## config.mk

```make
export PLATFORM = sky130hd
export DESIGN_NAME = irq_drq_router
export DESIGN_NICKNAME = d
export VERILOG_FILES = /design/src/rtl/irq_drq_pkg.sv /design/src/rtl/rst_sync_n.sv /design/src/rtl/req_src_mux.sv /design/src/rtl/req_edge_gen.sv /design/src/rtl/irq_drq_router.sv
export SDC_FILE = /design/constraint.sdc
export NUM_CORES = 1
export LEC_CHECK = 0
export BUFFER_PORTS_ARGS = -buffer_cell sky130_fd_sc_hd__clkbuf_2
export CAP_MARGIN = 25
export CORE_UTILIZATION = 39
export CTS_CLUSTER_DIAMETER = 120
export DETAILED_ROUTE_END_ITERATION = 12
export GPL_TIMING_DRIVEN = 1
export PLACE_DENSITY = 0.84
export SLEW_MARGIN = 20
export SYNTH_ARGS = -nofsm -noshare
export SYNTH_HDL_FRONTEND = slang
export SYNTH_SLANG_ARGS = --single-unit
```

## constraint.sdc

```tcl
create_clock -name clk -period 3.6 [get_ports clk]
set_clock_uncertainty 0.15 [all_clocks]
set_input_delay 0.18 -clock clk [delete_from_list [all_inputs] [get_ports clk]]
set_output_delay 0.18 -clock clk [all_outputs]
set_load 0.05 [all_outputs]
```

## src/rtl/irq_drq_pkg.sv

```systemverilog
package irq_drq_pkg;

  localparam int unsigned IRQ_LINES_DEF = 8;
  localparam int unsigned DRQ_LINES_DEF = 4;

  typedef struct packed {
    logic use_fabric;
    logic edge_mode;
  } line_cfg_t;

endpackage

```

## src/rtl/rst_sync_n.sv

```systemverilog
module rst_sync_n #(
  parameter int unsigned STAGES = 2
) (
  input  logic clk,
  input  logic rst_n,
  output logic rst_s_n
);

  logic [STAGES-1:0] sync_q;
  logic [STAGES-1:0] sync_d;

  always_comb begin
    sync_d = {sync_q[STAGES-2:0], 1'b1};
  end

  always_ff @(posedge clk or negedge rst_n) begin
    if (!rst_n) begin
      sync_q <= '0;
    end else begin
      sync_q <= sync_d;
    end
  end

  assign rst_s_n = sync_q[STAGES-1];

endmodule

```

## src/rtl/req_src_mux.sv

```systemverilog
module req_src_mux (
  input  logic use_fabric,
  input  logic fixed_req,
  input  logic fabric_req,
  output logic picked
);

  always_comb begin
    if (use_fabric) begin
      picked = fabric_req;
    end else begin
      picked = fixed_req;
    end
  end

endmodule

```

## src/rtl/req_edge_gen.sv

```systemverilog
module req_edge_gen (
  input  logic clk,
  input  logic rst_n,
  input  logic edge_mode,
  input  logic din,
  output logic dout
);

  logic hist_q;
  logic hist_d;
  logic hist_en;
  logic shaped;

  // history follows the selected source in every mode
  always_comb begin
    hist_en = 1'b1;
    hist_d  = din;
  end

  always_ff @(posedge clk or negedge rst_n) begin
    if (!rst_n) begin
      hist_q <= 1'b0;
    end else if (hist_en) begin
      hist_q <= hist_d;
    end
  end

  always_comb begin
    if (edge_mode) begin
      shaped = din & ~hist_q;
    end else begin
      shaped = din;
    end
    dout = shaped & rst_n;
  end

endmodule

```

## src/rtl/irq_drq_router.sv

```systemverilog
module irq_drq_router
  import irq_drq_pkg::*;
#(
  parameter int unsigned N_IRQ = IRQ_LINES_DEF,
  parameter int unsigned N_DRQ = DRQ_LINES_DEF
) (
  input  logic             clk,
  input  logic             rst_n,
  input  logic [N_IRQ-1:0] irq_sel,
  input  logic [N_IRQ-1:0] irq_edge,
  input  logic [N_DRQ-1:0] drq_sel,
  input  logic [N_DRQ-1:0] drq_edge,
  input  logic [N_IRQ-1:0] fixed_irq,
  input  logic [N_IRQ-1:0] fabric_irq,
  input  logic [N_DRQ-1:0] dma_term,
  input  logic [N_DRQ-1:0] fixed_drq,
  input  logic [N_DRQ-1:0] fabric_drq,
  output logic [N_IRQ-1:0] irq_out,
  output logic [N_DRQ-1:0] drq_out
);

  // termination lines fold onto the lowest interrupt lines
  localparam int unsigned N_TERM = (N_DRQ < N_IRQ) ? N_DRQ : N_IRQ;

  logic             rst_s_n;
  logic [N_IRQ-1:0] irq_fix_src;
  logic [N_IRQ-1:0] irq_pick;
  logic [N_DRQ-1:0] drq_pick;
  line_cfg_t        irq_cfg [N_IRQ];
  line_cfg_t        drq_cfg [N_DRQ];

  rst_sync_n #(.STAGES(2)) u_rst_sync (
    .clk     (clk),
    .rst_n   (rst_n),
    .rst_s_n (rst_s_n)
  );

  for (genvar i = 0; i < N_IRQ; i++) begin : g_irq
    if (i < N_TERM) begin : g_term
      assign irq_fix_src[i] = fixed_irq[i] | dma_term[i];
    end else begin : g_plain
      assign irq_fix_src[i] = fixed_irq[i];
    end

    assign irq_cfg[i] = '{use_fabric: irq_sel[i], edge_mode: irq_edge[i]};

    req_src_mux u_mux (
      .use_fabric (irq_cfg[i].use_fabric),
      .fixed_req  (irq_fix_src[i]),
      .fabric_req (fabric_irq[i]),
      .picked     (irq_pick[i])
    );

    req_edge_gen u_edge (
      .clk       (clk),
      .rst_n     (rst_s_n),
      .edge_mode (irq_cfg[i].edge_mode),
      .din       (irq_pick[i]),
      .dout      (irq_out[i])
    );
  end

  for (genvar j = 0; j < N_DRQ; j++) begin : g_drq
    assign drq_cfg[j] = '{use_fabric: drq_sel[j], edge_mode: drq_edge[j]};

    req_src_mux u_mux (
      .use_fabric (drq_cfg[j].use_fabric),
      .fixed_req  (fixed_drq[j]),
      .fabric_req (fabric_drq[j]),
      .picked     (drq_pick[j])
    );

    req_edge_gen u_edge (
      .clk       (clk),
      .rst_n     (rst_s_n),
      .edge_mode (drq_cfg[j].edge_mode),
      .din       (drq_pick[j]),
      .dout      (drq_out[j])
    );
  end

endmodule

```

==> metrics.txt <==
first-pass GRT wire length=3.249 mm; Crit Path Max Fanout=2; I/O Pins=66; vias per cell=4.642; startpoint types=input pin; drt total wl=2.250 mm; Overall Power=423.8 uW; max-cap violations=0; post-synthesis sequential area ratio=0.4714; WL per Instance=12.57 microns; initial DRC count=2; CP arrival=2.06 ns; RSZ-0062 raised after global routing=no; CORE AREA=1764 sq um; Clock Path Buffers=2; Placed Area=1017 sq um; Fin. Hold Viols=0; slowest stage delay, CP=0.56 ns; Fmax=490.5 MHz; hpwl dp=1.310 mm; largest net degree at the start of global routing=22; Slowest-stage cell, CP=dlygate4sd3_1; Total Nets Final=209; Routability Congestion=0.6694; Final Slew Violations=0; CP delay by family, top=buffers and inverters; Post-DRT Antenna Nets=0; area grow syn2layout=79.46%; x dimension of the die=45.66 microns; Post-Place Worst Slack=2.037 ns; Finished Core Util=0.7560; Leakage=0.7498 nW; crit path buf inv count=4; HP Class=reg -> async; final hold slack=0.03331 ns; Yosys reg bits=14; initial core utilization=0.4213; clk_lat worst skew=0.28 ns; CP required=3.62 ns; share of cells above drive strength 1=0.5065; Finished Layout Cells=179; PortBufs=65; drt pass-1 iters=2; status=finished clean; Total GRT Usage=0.2327; placed insts=147; synthesized cell area=743.2 sq um; cts repair resizes=0; GR Overflow Total=0; clock period minus worst slack=2.039 ns; setup TNS=0 ns; Antenna Cells=0; critical path's most frequent cell=dlygate4sd3_1; Finished Cell Area=1334 sq um; initial antenna violation count=0; Chip Height=45.66 microns; period utilization=0.5664; critical-path cell list=dlygate4sd3_1 > clkbuf_2 > nand2_1 > dlygate4sd3_1 > nand2_1 > dlygate4sd3_1; post-synthesis cell count=68; Die Area=2084 sq um; CP Class=in -> reg; vias in the first global route=838; Core Rows=15; VDD IR max=209.2 uV; clock-pin slew on the worst setup and hold paths=0.09 ns; Filler cells=138; clk sinks=14; PwrDens=317.7 nW/um^2; CTS tree=built; top post-synthesis cells by area=dfrtp_1 47%, mux2_4 16%, buf_4 12%, nand2_1 8.1%, and3_1 6.7%; synthesized net count=122; Max H-tree Level=1; final number of setup-violating endpoints=0; clock root buffer=clkbuf_4; largest area contributor in the netlist=dfrtp_1; final setup margin=1.561 ns; syn_area_per_cell=10.93 sq um; top-area cell type share of the netlist area=0.4714; library cells used by synthesis=9; synthesis warning total=0; Residual DRC=0; slack of the worst reg-to-reg path=2.98 ns; Vias=831; TritonCTS buffer count=3; CP Capture Type=flip-flop
timing repair:
| action | 4_1_cts | 5_1_grt |
|---|---|---|
| endpoints found under the hold margin | 14 | 0 |
| buffers inserted | 0 | 0 |
| hold buffers | 28 | 0 |
cells by family (layout without fill, tap and decap cells):
logic type / after synthesis / in the layout / synth area share
flip-flops: 14 / 14 / 0.4714
multiplexers: 8 / 8 / 0.1616
AO/OA/AOI/OAI: 8 / 8 / 0.08754
other: 1 / 1 / 0.005046
buffers and inverters: 13 / 99 / 0.1263
AND/OR/NAND/NOR: 24 / 24 / 0.1482
area by class of cell:
cell class / instances / area (sq um) / share of cell area
Timing Repair Buffer: 94 / 613.1 / 0.4597
Sequential cell: 14 / 350.3 / 0.2627
Multi-Input combinational cell: 41 / 299.0 / 0.2242
Clock buffer: 4 / 36.28 / 0.02720
Tap cell: 25 / 31.28 / 0.02345
Inverter: 1 / 3.754 / 0.002814
synthesized netlist by cell type:
| cell type | count |
|---|---|
| a221oi_1 | 4 |
| and3_1 | 8 |
| buf_4 | 12 |
| conb_1 | 1 |
| dfrtp_1 | 14 |
| inv_1 | 1 |
| mux2_4 | 8 |
| nand2_1 | 16 |
| o21bai_1 | 4 |
per-layer routing:
layer / share of wire / track usage / up-vias
met3: 0.073 / 0.06349 / 8
met4: 0.028 / 0.1394 / 0
met2: 0.57 / 0.4629 / 49
met1: 0.33 / 0.1965 / 381
li1: - / - / 393
met5: 0 / 0 / -
path summary, 6_finish.rpt:
path                                      startpoint                     end  depth (start not counted)
worst max-delay path                   fabric_irq[2]  g_irq[2].u_edge.hist_q                          6
worst min-delay path            u_rst_sync.sync_q[1]  g_irq[2].u_edge.hist_q                          1
worst max register to register  u_rst_sync.sync_q[0]    u_rst_sync.sync_q[1]                          0
worst min register to register  u_rst_sync.sync_q[1]  g_irq[2].u_edge.hist_q                          1
max in group asynchronous       u_rst_sync.sync_q[1]  g_irq[6].u_edge.hist_q                          1
min in group clk                u_rst_sync.sync_q[0]    u_rst_sync.sync_q[1]                          0
cells in the final DEF, fill, tap and decap left out, types with 3 or more instances in the layout:
cell           synthesis  final
clkbuf_2               0     65
dlygate4sd3_1          0     28
nand2_1               16     16
dfrtp_1               14     14
mux2_4                 8      8
and3_1                 8      8
o21bai_1               4      4
a221oi_1               4      4
clkbuf_4               0      3
report_power, final:
part	leakage, nW	total [mW]	switching, mW	internal [mW]
Sequential	0.162	0.172	0.00392	0.169
Clock	0.0210	0.116	0.0540	0.0615
Combinational	0.566	0.136	0.0661	0.0696
flip-flops by register name, summed over array words and instances (netlist names):
signal,cells
g_irq.u_edge.hist_q,8
g_drq.u_edge.hist_q,4
u_rst_sync.sync_q,2
Power figures use the tool's default switching activity.
